<file path="src/rtl/rmi_pkg.sv">
package rmi_pkg;
  localparam int unsigned RMI_W = 64;

  typedef enum logic {
    MODE_DWORD = 1'b0,
    MODE_WORD  = 1'b1
  } rmi_mode_e;
endpackage

</file>
<file path="src/rtl/rmi_bounds.sv">
module rmi_bounds #(
  parameter int unsigned W = rmi_pkg::RMI_W,
  localparam int unsigned AW = $clog2(W),
  localparam int unsigned HW = W / 2
) (
  input  logic          word,
  input  logic [AW-1:0] amt,
  input  logic [AW-1:0] mb,
  input  logic [AW-1:0] me,
  output logic [AW-1:0] start_idx,
  output logic [AW-1:0] end_idx
);
  localparam logic [AW-1:0] HALF = AW'(HW);
  localparam logic [AW-1:0] TOP  = AW'(W - 1);

  always_comb begin
    if (rmi_pkg::rmi_mode_e'(word) == rmi_pkg::MODE_WORD) begin
      start_idx = {1'b0, mb[AW-2:0]} + HALF;
      end_idx   = {1'b0, me[AW-2:0]} + HALF;
    end else begin
      start_idx = {mb[0], mb[AW-1:1]};
      end_idx   = TOP - amt;
    end
  end
endmodule

</file>
<file path="src/rtl/rmi_rotator.sv">
module rmi_rotator #(
  parameter int unsigned W = rmi_pkg::RMI_W,
  localparam int unsigned AW = $clog2(W),
  localparam int unsigned HW = W / 2
) (
  input  logic [W-1:0]  data,
  input  logic [AW-1:0] amt,
  input  logic          word,
  output logic [W-1:0]  rot
);
  logic [W-1:0]   src_x;
  logic [AW:0]    sh;
  logic [AW:0]    rsh;
  logic [2*W-1:0] dbl;
  logic [2*W-1:0] shifted;

  always_comb begin
    src_x   = word ? {data[HW-1:0], data[HW-1:0]} : data;
    sh      = word ? {2'b00, amt[AW-2:0]} : {1'b0, amt};
    rsh     = (AW+1)'(W) - sh;
    dbl     = {src_x, src_x};
    shifted = dbl >> rsh;
    rot     = shifted[W-1:0];
  end
endmodule

</file>
<file path="src/rtl/rmi_maskgen.sv">
module rmi_maskgen #(
  parameter int unsigned W = rmi_pkg::RMI_W,
  localparam int unsigned AW = $clog2(W)
) (
  input  logic [AW-1:0] start_idx,
  input  logic [AW-1:0] end_idx,
  output logic [W-1:0]  mask
);
  logic wraps;
  assign wraps = start_idx > end_idx;

  for (genvar i = 0; i < W; i++) begin : g_bit
    localparam logic [AW-1:0] BE = AW'(i);
    logic ge_s, le_e;
    assign ge_s = BE >= start_idx;
    assign le_e = BE <= end_idx;
    assign mask[W-1-i] = wraps ? (ge_s | le_e) : (ge_s & le_e);
  end
endmodule

</file>
<file path="src/rtl/rmi_unit.sv">
module rmi_unit #(
  parameter int unsigned W = rmi_pkg::RMI_W,
  localparam int unsigned AW = $clog2(W)
) (
  input  logic          clk,
  input  logic          rst_n,
  input  logic          in_valid,
  output logic          in_ready,
  input  logic [W-1:0]  in_src,
  input  logic [W-1:0]  in_ins,
  input  logic [AW-1:0] in_amt,
  input  logic [AW-1:0] in_mb,
  input  logic [AW-1:0] in_me,
  input  logic          in_word,
  output logic          out_valid,
  input  logic          out_ready,
  output logic [W-1:0]  out_result,
  output logic          out_carry
);
  logic [AW-1:0] start_idx, end_idx;
  logic [W-1:0]  rot, mask, merged;
  logic          fire;

  rmi_bounds #(.W(W)) u_bounds (
    .word(in_word), .amt(in_amt), .mb(in_mb), .me(in_me),
    .start_idx(start_idx), .end_idx(end_idx)
  );

  rmi_rotator #(.W(W)) u_rot (
    .data(in_src), .amt(in_amt), .word(in_word), .rot(rot)
  );

  rmi_maskgen #(.W(W)) u_mask (
    .start_idx(start_idx), .end_idx(end_idx), .mask(mask)
  );

  assign merged    = (rot & mask) | (in_ins & ~mask);
  assign in_ready  = !out_valid || out_ready;
  assign fire      = in_valid && in_ready;
  assign out_carry = 1'b0;

  always_ff @(posedge clk) begin
    if (!rst_n) begin
      out_valid  <= 1'b0;
      out_result <= '0;
    end else if (fire) begin
      out_valid  <= 1'b1;
      out_result <= merged;
    end else if (out_ready) begin
      out_valid  <= 1'b0;
    end
  end
endmodule

</file>
<file path="config.mk">
export PLATFORM = sky130hd
export DESIGN_NAME = rmi_unit
export DESIGN_NICKNAME = d
export VERILOG_FILES = /design/src/rtl/rmi_pkg.sv /design/src/rtl/rmi_bounds.sv /design/src/rtl/rmi_rotator.sv /design/src/rtl/rmi_maskgen.sv /design/src/rtl/rmi_unit.sv
export SDC_FILE = /design/constraint.sdc
export NUM_CORES = 1
export LEC_CHECK = 0
export BUFFER_PORTS_ARGS = -buffer_cell sky130_fd_sc_hd__buf_2
export CORE_MARGIN = 2
export CORE_UTILIZATION = 30
export DETAILED_ROUTE_END_ITERATION = 10
export GPL_TIMING_DRIVEN = 0
export PLACE_DENSITY = 0.54
export SKIP_CTS_REPAIR_TIMING = 1
export SYNTH_ARGS = -nofsm -noshare
export SYNTH_HDL_FRONTEND = slang
export SYNTH_SLANG_ARGS = --single-unit
</file>
<file path="constraint.sdc">
create_clock -name clk -period 7 [get_ports clk]
set_input_delay 0.7 -clock clk [delete_from_list [all_inputs] [get_ports clk]]
set_output_delay 0.7 -clock clk [all_outputs]
set_load 0.01 [all_outputs]
</file>
==> Word-level counts from Yosys, hierarchy flattened <==
Cells that the tools add are included.
{ "classes": {"n_lt_le_gt_ge": 129, "shifts": 1, "bitwise": 132, "mux": 70, "add_sub_neg": 4, "reduce_logical": 4} }
{ "op_table": {"columns": ["operator", "n"], "rows": [
  ["$ge 6x6->1 const A", 32],
  ["$le 6x6->1 const A", 32],
  ["$and 64x64->64", 2],
  ["$shr 128x7->64", 1],
  ["$ge 5x6->1 const A", 16],
  ["$le 5x6->1 const A", 16],
  ["$mux 1", 66],
  ["$and 1x1->1", 64],
  ["$mux 64", 1],
  ["$not 64->64", 1],
  ["$or 1x1->1", 64],
  ["$or 64x64->64", 1],
  ["$ge 4x6->1 const A", 8],
  ["$le 4x6->1 const A", 8],
  ["$ge 3x6->1 const A", 4],
  ["$le 3x6->1 const A", 4],
  ["$mux 6", 3],
  ["$add 5x6->6 const B", 2],
  ["$ge 1x6->1 const A", 2],
  ["$ge 2x6->1 const A", 2],
  ["$le 1x6->1 const A", 2],
  ["$le 2x6->1 const A", 2],
  ["$sub 7x7->7 const A", 1],
  ["$gt 6x6->1", 1],
  ["other kinds (5)", 5]
]} }
{ "totals": {"reg_bits": 65, "out_inout_bits": 67} }

==> Depth between registers and ports, before layout <==
Gate-level depths: netlist of the first run.
{ "depth": {"word_depth": 8, "mapped_depth": 19, "mapped_depth_nobuf": 12} }

==> Cells and area by module <==
A second synthesis of the first run with hierarchy kept.
{ "hier_totals": {"hier_cells": 1426, "hier_area_um2": 11528.6} }
{ "by_module_without_submodules": {"columns": ["module", "cells_per_inst", "area_each_um2", "seq_area_each_um2", "n_inst"], "rows": [
  ["rmi_rotator", 902, 6762.7, 0.0, 1],
  ["rmi_unit", 213, 2800.2, 1301.2, 1],
  ["rmi_maskgen", 292, 1811.7, 0.0, 1],
  ["rmi_bounds", 19, 153.9, 0.0, 1]
]} }

==> Least setup slack after synthesis of the first run <==
Ideal clock, no wire load.
{ "synth_timing": {"path_kind": "in2reg", "startpoint": "input in_amt[0]", "endpoint": "register out_result[49]", "setup_time_ns": 0.117, "slack_ns": 3.097, "t_required_ns": 6.883, "cell_stages": 16, "n_path_buf": 6, "arrival_time_ns": 3.785, "path_cell_list": "buf_6 buf_12 buf_8 buf_4 inv_2 ha_1 buf_2 buf_2 mux2_2 mux4_2 nor2_1 nor3_1 o21ba_1 nor2_1 or3_1 a32o_1"} }
{ "synth_between": {"elab_chain_cells": 8} }
{ "synth_lines": {"columns": ["item", "line", "rtl"], "rows": [
  ["start: declaration", "rmi_unit.sv:11", "input logic [AW-1:0] in_amt,"],
  ["$sub 6x6->6", "rmi_bounds.sv:22", "end_idx = TOP - amt;"],
  ["$mux 6", "rmi_bounds.sv:17", "if (rmi_pkg::rmi_mode_e'(word) == rmi_pkg::MODE_WORD) begin"],
  ["$le 4x6->1", "rmi_maskgen.sv:16", "assign le_e = BE <= end_idx;"],
  ["$and 1x1->1 or $or 1x1->1 (tied branches)", "rmi_maskgen.sv:17", "assign mask[W-1-i] = wraps ? (ge_s | le_e) : (ge_s & le_e);"],
  ["$mux 1", "rmi_maskgen.sv:17", null],
  ["$not 64->64", "rmi_unit.sv:37", "assign merged = (rot & mask) | (in_ins & ~mask);"],
  ["$and 64x64->64", "rmi_unit.sv:37", null],
  ["$or 64x64->64 (*)", "rmi_unit.sv:37", null],
  ["end signal: assignment", "rmi_unit.sv:48", "out_result <= merged;"],
  ["end: declaration", "rmi_unit.sv:17", "output logic [W-1:0] out_result,"]
]} }
Mark *: on every way between the ends. The rest lies on a longest branch, timed or not.
A chain may end at the register's enable or synchronous reset.

==> Final worst setup path of the first run <==
{ "layout_timing": {"startpoint": "input in_word", "endpoint": "register out_result[8]"} }
{ "layout_between": {"elab_chain_cells": 7} }
{ "layout_lines": {"columns": ["item", "line", "rtl"], "rows": [
  ["start: declaration", "rmi_unit.sv:14", "input logic in_word,"],
  ["branches (longest 6 deep; another with $sub 7x7->7)", null, null],
  ["$or 64x64->64 (*)", "rmi_unit.sv:37", null]
]} }
Mark *: on every way between the ends.

==> results.yml, run 1 <==
yosys:
  syn-num-nets: 1714
  synth-main-ff-cell: "dfxtp_1"
  synthTopCellsByCount: "nand2_1, nor2_1, mux2i_1"
  syn_inst: 1557
  ys_seq_area_share_pct: 10.8
  synthesis.area_um2: 12000
  synth_edf_count: 0
  yosysTopAreaCell: "mux4_2"
  synth_warnings: 0
  synth_most_common_cell: "nand2_1"
  synth.distinct_cells: 91
  synth_top_area_share_pct: 12.8
  async_flop_share_pct: 0
  synthTopCellsByArea: "mux4_2, dfxtp_1, mux2i_1, mux2_2, o21ai_0"
  ys_ff_latch: 65
  syn_avg_cell_area_um2: 7.71
global_routing:
  grt_pass1_vias: 14700
  overflow: 0
  grt_pass1_wl_um: 112000
  antenna_found_initial: 3
  gr-usage-all-layers_pct: 37.8
  grt_max_degree: 13
place:
  place_congestion: 1.06
  dp_hpwl_um: 66100
  io_buffer_count: 208
drt:
  vias: 15500
  first_pass_iters: 6
  first_iter_violations: 2276
  routed_wl_um: 80800
  drc: 0
  wl_per_cell_um: 35.0
  viasPerCell: 6.70
  antenna_left: 0
final_layout:
  syn2layout_area_growth_pct: 17.5
  layout-drive-gt1-share_pct: 26.4
  fin_nets: 1935
  diodes: 0
  utilization_pct: 35.6
clock_network:
  cts_max_path_buffers: 2
  cts_root_buffer: "clkbuf_16"
  cts_sinks: 65
  htreeDepth: 3
  insertion_delay_ns: 0.35
  cts_buffers: 9
  cts_tree: "done"
  clk_pin_slew_ns: 0.07
timing:
  fin_crit_sh_pct: 87.0
  hold-worst-slack_ns: 0.445
  fmax_mhz: 164
  period_needed_ns: 6.09
  max_slew_margin_pct: 5.81
  finalSetupViolCount: 0
  rsz0062_at_grt: "no"
  slew_viol_final: 0
  skew_ns: 0.0112
  tightest_slew_ns: 1.40
  setup_tns_ns: 0
  hold_viol_final: 0
power:
  powerDensity_nw_per_um2: 198
  p_leak_nw: 5.73
  ir_drop_v: 0.000125
  total_power_mw: 2.79
floorplanning:
  die_width_um: 204
  fp.dieArea_um2: 41600
  io_pins: 218
  start_util_pct: 30.3
  num_rows: 73
  die_h_um: 204
  coreArea_um2: 39600
setup_path:
  cpMaxStageDelayCell: "a21boi_0"
  arrival_ns: 6.31
  cpLargestDelayFamily: "compound AO/OA/AOI/OAI gates"
  critPathLaunchType: "input pin"
  critPathCaptureType: "flop"
  cp.required_ns: 7.22
  slowest_delay_ns: 1.11
  path_max_fanout: 10
  path_cells: "buf_2, inv_2, buf_6, clkbuf_1, a21boi_0, inv_1, ha_1, nand2_1, nand2_1, o41ai_1, a21oi_1, buf_2, buf_2, a21oi_1, a21oi_1, nor4bb_1, nor3_1"
  critical_path_class: "in2reg"
  path_buf_inv: 7
flow_run:
  maxCapViolCount: 0
status:
  outcome: "finished clean"
min_path:
  min_path_type: "reg2reg"
## worst register-to-register path: cells and delay by family, from the launching register on
| family | cells | cell delay [ns] |
|---|---|---|
| AO/OA/AOI/OAI | 2 | 0.37 |
| buffers and inverters | 3 | 1.83 |
| flip-flops | 1 | 0.31 |
| AND/OR/NAND/NOR | 2 | 0.26 |
## per-stage QoR
step                cells  instance area (µm²)  setup slack, ns
finish               2308                14100            0.912
global route         2308                14100            0.806
CTS                  2308                14100             1.21
detailed placement   2292                13700            0.857
global placement     2290                13700            0.637
floorplan            1557                12000             3.10
## path summary, 6_finish.rpt
kind	start	endpoint	slack (ns)	depth (start not counted)
setup / recovery	in_word	out_result[8]	0.91	17
hold / removal	out_result[63]	out_result[63]	0.45	2
setup reg to reg	out_valid	out_result[21]	4.15	7
hold reg to reg	out_result[63]	out_result[63]	0.45	2
## where the power goes
| part | internal [mW] | switching [mW] | leakage (nW) |
|---|---|---|---|
| clock network | 0.359 | 0.196 | 0.169 |
| logic | 0.577 | 1.21 | 5.03 |
| registers | 0.416 | 0.0305 | 0.538 |
| total | 1.35 | 1.44 | 5.73 |
## metal layers
layer	part of all wire [%]	GRT usage, %	routed length, µm	vias to the layer above
li1	-	-	-	6391
met1	40	50.4	32400	7717
met2	44	58.8	35300	1167
met3	12	9.81	9520	183
met4	4.4	13.7	3550	4
met5	0.033	0	27	-
## sequential cells by signal, indices dropped and copies added (netlist names)
signal,flops
out_valid,1
out_result,64
## layout make-up
| type | count | area [µm²] |
|---|---|---|
| clock buffer | 10 | 239 |
| tap | 525 | 657 |
| multi-input combinational | 1316 | 9770 |
| timing repair buffer | 210 | 1060 |
| sequential | 65 | 1300 |
| buffer | 150 | 863 |
| fill | 4321 | 25500 |
| inverter | 26 | 97.6 |
| clock inverter | 6 | 115 |
## cell families (layout without fill, tap and decap cells)
group | count (synthesis) | after routing | share of synthesized area [%]
AO/OA/AOI/OAI | 508 | 508 | 27.6
AND/OR/NAND/NOR | 487 | 487 | 18.6
flip-flops | 65 | 65 | 10.8
XOR/XNOR | 5 | 5 | 0.584
other | 1 | 1 | 0.0312
multiplexers | 259 | 259 | 29.6
adder cells (fa/ha/maj) | 56 | 56 | 4.79
buffers and inverters | 176 | 402 | 8.01
## cell usage in the layout, fill, tap and decap left out, types with 8 or more instances in the layout
master	netlist	routed
mux2_2	60	60
and3_1	16	16
nand2b_1	12	12
buf_4	16	17
or3_1	19	19
mux4_2	68	68
buf_6	12	13
clkbuf_16	0	9
clkbuf_1	59	59
o211ai_1	38	38
o211a_1	16	16
mux2i_1	129	129
a22oi_1	8	8
a211oi_1	34	34
nor3_1	39	39
o21ai_0	127	127
dfxtp_1	65	65
o221ai_1	18	18
nand2_1	163	163
a21oi_1	121	121
and2_1	16	16
maj3_1	50	50
inv_1	21	21
o22ai_1	18	18
o31ai_1	14	13
nor2_1	149	149
a221oi_1	13	13
buf_2	50	258
a31oi_1	17	17
a21o_1	12	12
nand3_1	35	35
No activity file was read; power rests on OpenSTA's default activity.
==> run 2: changes to the inputs <==
--- a/config.mk
+++ b/config.mk
@@ -5,12 +5,13 @@
 export SDC_FILE = /design/constraint.sdc
 export NUM_CORES = 1
 export LEC_CHECK = 0
+export ABC_AREA = 1
 export BUFFER_PORTS_ARGS = -buffer_cell sky130_fd_sc_hd__buf_2
 export CORE_MARGIN = 2
 export CORE_UTILIZATION = 30
 export DETAILED_ROUTE_END_ITERATION = 10
 export GPL_TIMING_DRIVEN = 0
-export PLACE_DENSITY = 0.54
+export PLACE_DENSITY = 0.55
 export SKIP_CTS_REPAIR_TIMING = 1
 export SYNTH_ARGS = -nofsm -noshare
 export SYNTH_HDL_FRONTEND = slang
==> results.yml, run 2 <==
clock_network:
  htreeDepth: 3
  cts_buffers: 9
  clk_pin_slew_ns: 0.06
  cts_root_buffer: "clkbuf_16"
  insertion_delay_ns: 0.35
  cts_tree: "done"
  cts_sinks: 65
  cts_max_path_buffers: 2
power:
  switching_power_mw: 1.41
  seqPwrFrac_pct: 17.5
  p_clk_share_pct: 17.3
  ir_drop_v: 0.000120
  powerDensity_nw_per_um2: 191
  p_leak_nw: 6.79
  p_comb_share_pct: 65.2
  p_int_mw: 1.08
  switching_share_pct: 56.6
final_layout:
  final_common_cell: "nand2_1"
  largestRegisters: "out_result x64, out_valid x1"
  fin_nets: 2571
  largest_reg_flops: 64
  fillers: 4422
  layout_common_cells: "nand2_1, nand3_1, buf_2"
  layout-drive-gt1-share_pct: 15.5
  syn2layout_area_growth_pct: 17.4
  regMostFlops: "out_result"
floorplanning:
  fp.dieArea_um2: 38600
  num_rows: 70
  coreArea_um2: 36600
  die_h_um: 197
  die_width_um: 197
  io_pins: 218
  start_util_pct: 30.4
place:
  dp_hpwl_um: 67900
  io_buffer_count: 213
  place_congestion: 1.06
  post-place-ws_ns: 2.58
timing:
  rsz0062_at_grt: "no"
  skew_ns: 0.00451
  period_needed_ns: 4.22
  setup_slack_ns: 2.78
  max_slew_margin_pct: 4.59
  finalSetupViolCount: 0
  hold_viol_final: 0
  fin_crit_sh_pct: 60.3
  tightest_slew_ns: 1.42
  fmax_mhz: 237
  slew_viol_final: 0
  setup_tns_ns: 0
global_routing:
  antenna_found_initial: 3
  grt_pass1_vias: 16200
  overflow: 0
  grt_max_degree: 13
  gr-usage-all-layers_pct: 40.8
  grt_pass1_wl_um: 113000
setup_path:
  reg2reg_from: "out_valid"
  critPathCaptureType: "flop"
  arrival_ns: 4.43
  cpMaxStageDelayCell: "o21ai_0"
  slowest_delay_ns: 0.52
  cpLargestDelayFamily: "buffers and inverters"
  critPathLaunchType: "input pin"
  path_cells: "buf_2, inv_2, clkbuf_1, ha_1, clkbuf_1, clkbuf_1, nand2_1, nand3_1, o21ai_0, o21ai_0, nand2_1, nand3_1, nand3_1, nand3_1, a21oi_1"
  path_common_cell: "nand3_1"
  cp.required_ns: 7.21
  crit_start: "in_amt[0]"
  path_max_fanout: 10
  critical_path_class: "in2reg"
  path_buf_inv: 5
yosys:
  syn-num-nets: 2347
  synth_edf_count: 0
  synth_most_common_cell: "nand2_1"
  yosysTopAreaCell: "nand2_1"
  synth-main-ff-cell: "dfxtp_1"
  ys_seq_area_share_pct: 11.7
  synth_top_area_share_pct: 26.7
  synthesis.area_um2: 11100
  async_flop_share_pct: 0
  synth.distinct_cells: 47
  ys_ff_latch: 65
  syn_inst: 2190
  synthTopCellsByCount: "nand2_1, nand3_1, inv_1"
  syn_avg_cell_area_um2: 5.08
  synth_warnings: 0
  synthTopCellsByArea: "nand2_1, nand3_1, dfxtp_1, a21oi_1, inv_1"
drt:
  vias: 17100
  viasPerCell: 5.93
  wl_per_cell_um: 27.8
  drc: 0
  first_pass_iters: 6
  routed_wl_um: 80200
  antenna_left: 0
  first_iter_violations: 2209
status:
  outcome: "finished clean"
min_path:
  min_path_type: "reg2reg"
  holdCritStartpoint: "out_result[55]"
flow_run:
  maxCapViolCount: 0
-- run 2: logic make-up (layout without fill, tap and decap cells) --
| kind of cell | Yosys count | in the layout | synth area share (%) |
|---|---|---|---|
| other cells | 1 | 3 | 0.0337 |
| xor+xnor | 1 | 1 | 0.146 |
| fa+ha+maj | 6 | 6 | 0.675 |
| simple gates | 1548 | 1548 | 61.9 |
| buf+inv | 289 | 518 | 11.3 |
| flops | 65 | 65 | 11.7 |
| compound gates | 280 | 280 | 14.3 |
-- run 2: per-layer routing --
metal / up-vias / routed length [µm] / global-route usage (%)
li1: 7735 / - / -
met1: 8134 / 32200 / 52.7
met2: 1060 / 36000 / 66.9
met3: 212 / 7790 / 6.79
met4: 4 / 4160 / 18.1
met5: - / 26 / 0
-- run 2: path summary, 6_finish.rpt --
check,slack [ns],cells after the start,end
worst max register to register,4.10,7,out_result[54]
worst max-delay path,2.78,15,out_result[45]
worst min register to register,0.46,2,out_result[55]
worst min-delay path,0.46,2,out_result[55]
-- run 2: final cells by class --
| cell class | instances | area [µm²] | area share, % |
|---|---|---|---|
| clock inverter | 6 | 42.5 | 0.326 |
| clock buffer | 10 | 239 | 1.83 |
| antenna | 2 | 5.00 | 0.0383 |
| timing repair buffer | 213 | 1070 | 8.16 |
| buffer | 130 | 652 | 4.99 |
| sequential | 65 | 1300 | 9.96 |
| inverter | 159 | 604 | 4.63 |
| multi-input combinational | 1836 | 8570 | 65.6 |
| tap | 468 | 586 | 4.48 |
-- run 2: power groups by stage --
stage          Combinational (mW)  Clock, mW  Sequential [mW]
2_1_floorplan               0.864          0            0.460
3_3_place_gp                 1.56          0            0.441
3_5_place_dp                 1.55          0            0.443
4_1_cts                      1.56      0.431            0.435
5_1_grt                      1.72      0.449            0.440
6_report                     1.63      0.432            0.436
-- run 2: per-stage QoR --
stage / instance area [µm²] / hold WS (ns) / util, % / std cells / power, mW
floorplan: 11100 / 0.490 / - / 2190 / 1.32
global placement: 12800 / 0.449 / 34.9 / 2871 / 2.00
detailed placement: 12800 / 0.453 / 34.9 / 2871 / 2.00
CTS: 13100 / 0.462 / 35.7 / 2887 / 2.43
global route: 13100 / 0.476 / 35.7 / 2887 / 2.61
finish: 13100 / 0.461 / 35.7 / 2889 / 2.50
-- run 2: worst register-to-register path: stages (launching register included) --
cell and delay [ns]:
dfxtp_1 0.30, nand2_1 0.09, nand2_1 0.21, inv_1 0.18
clkbuf_1 0.61, clkbuf_1 0.71, nand3_1 0.49, a21oi_1 0.23
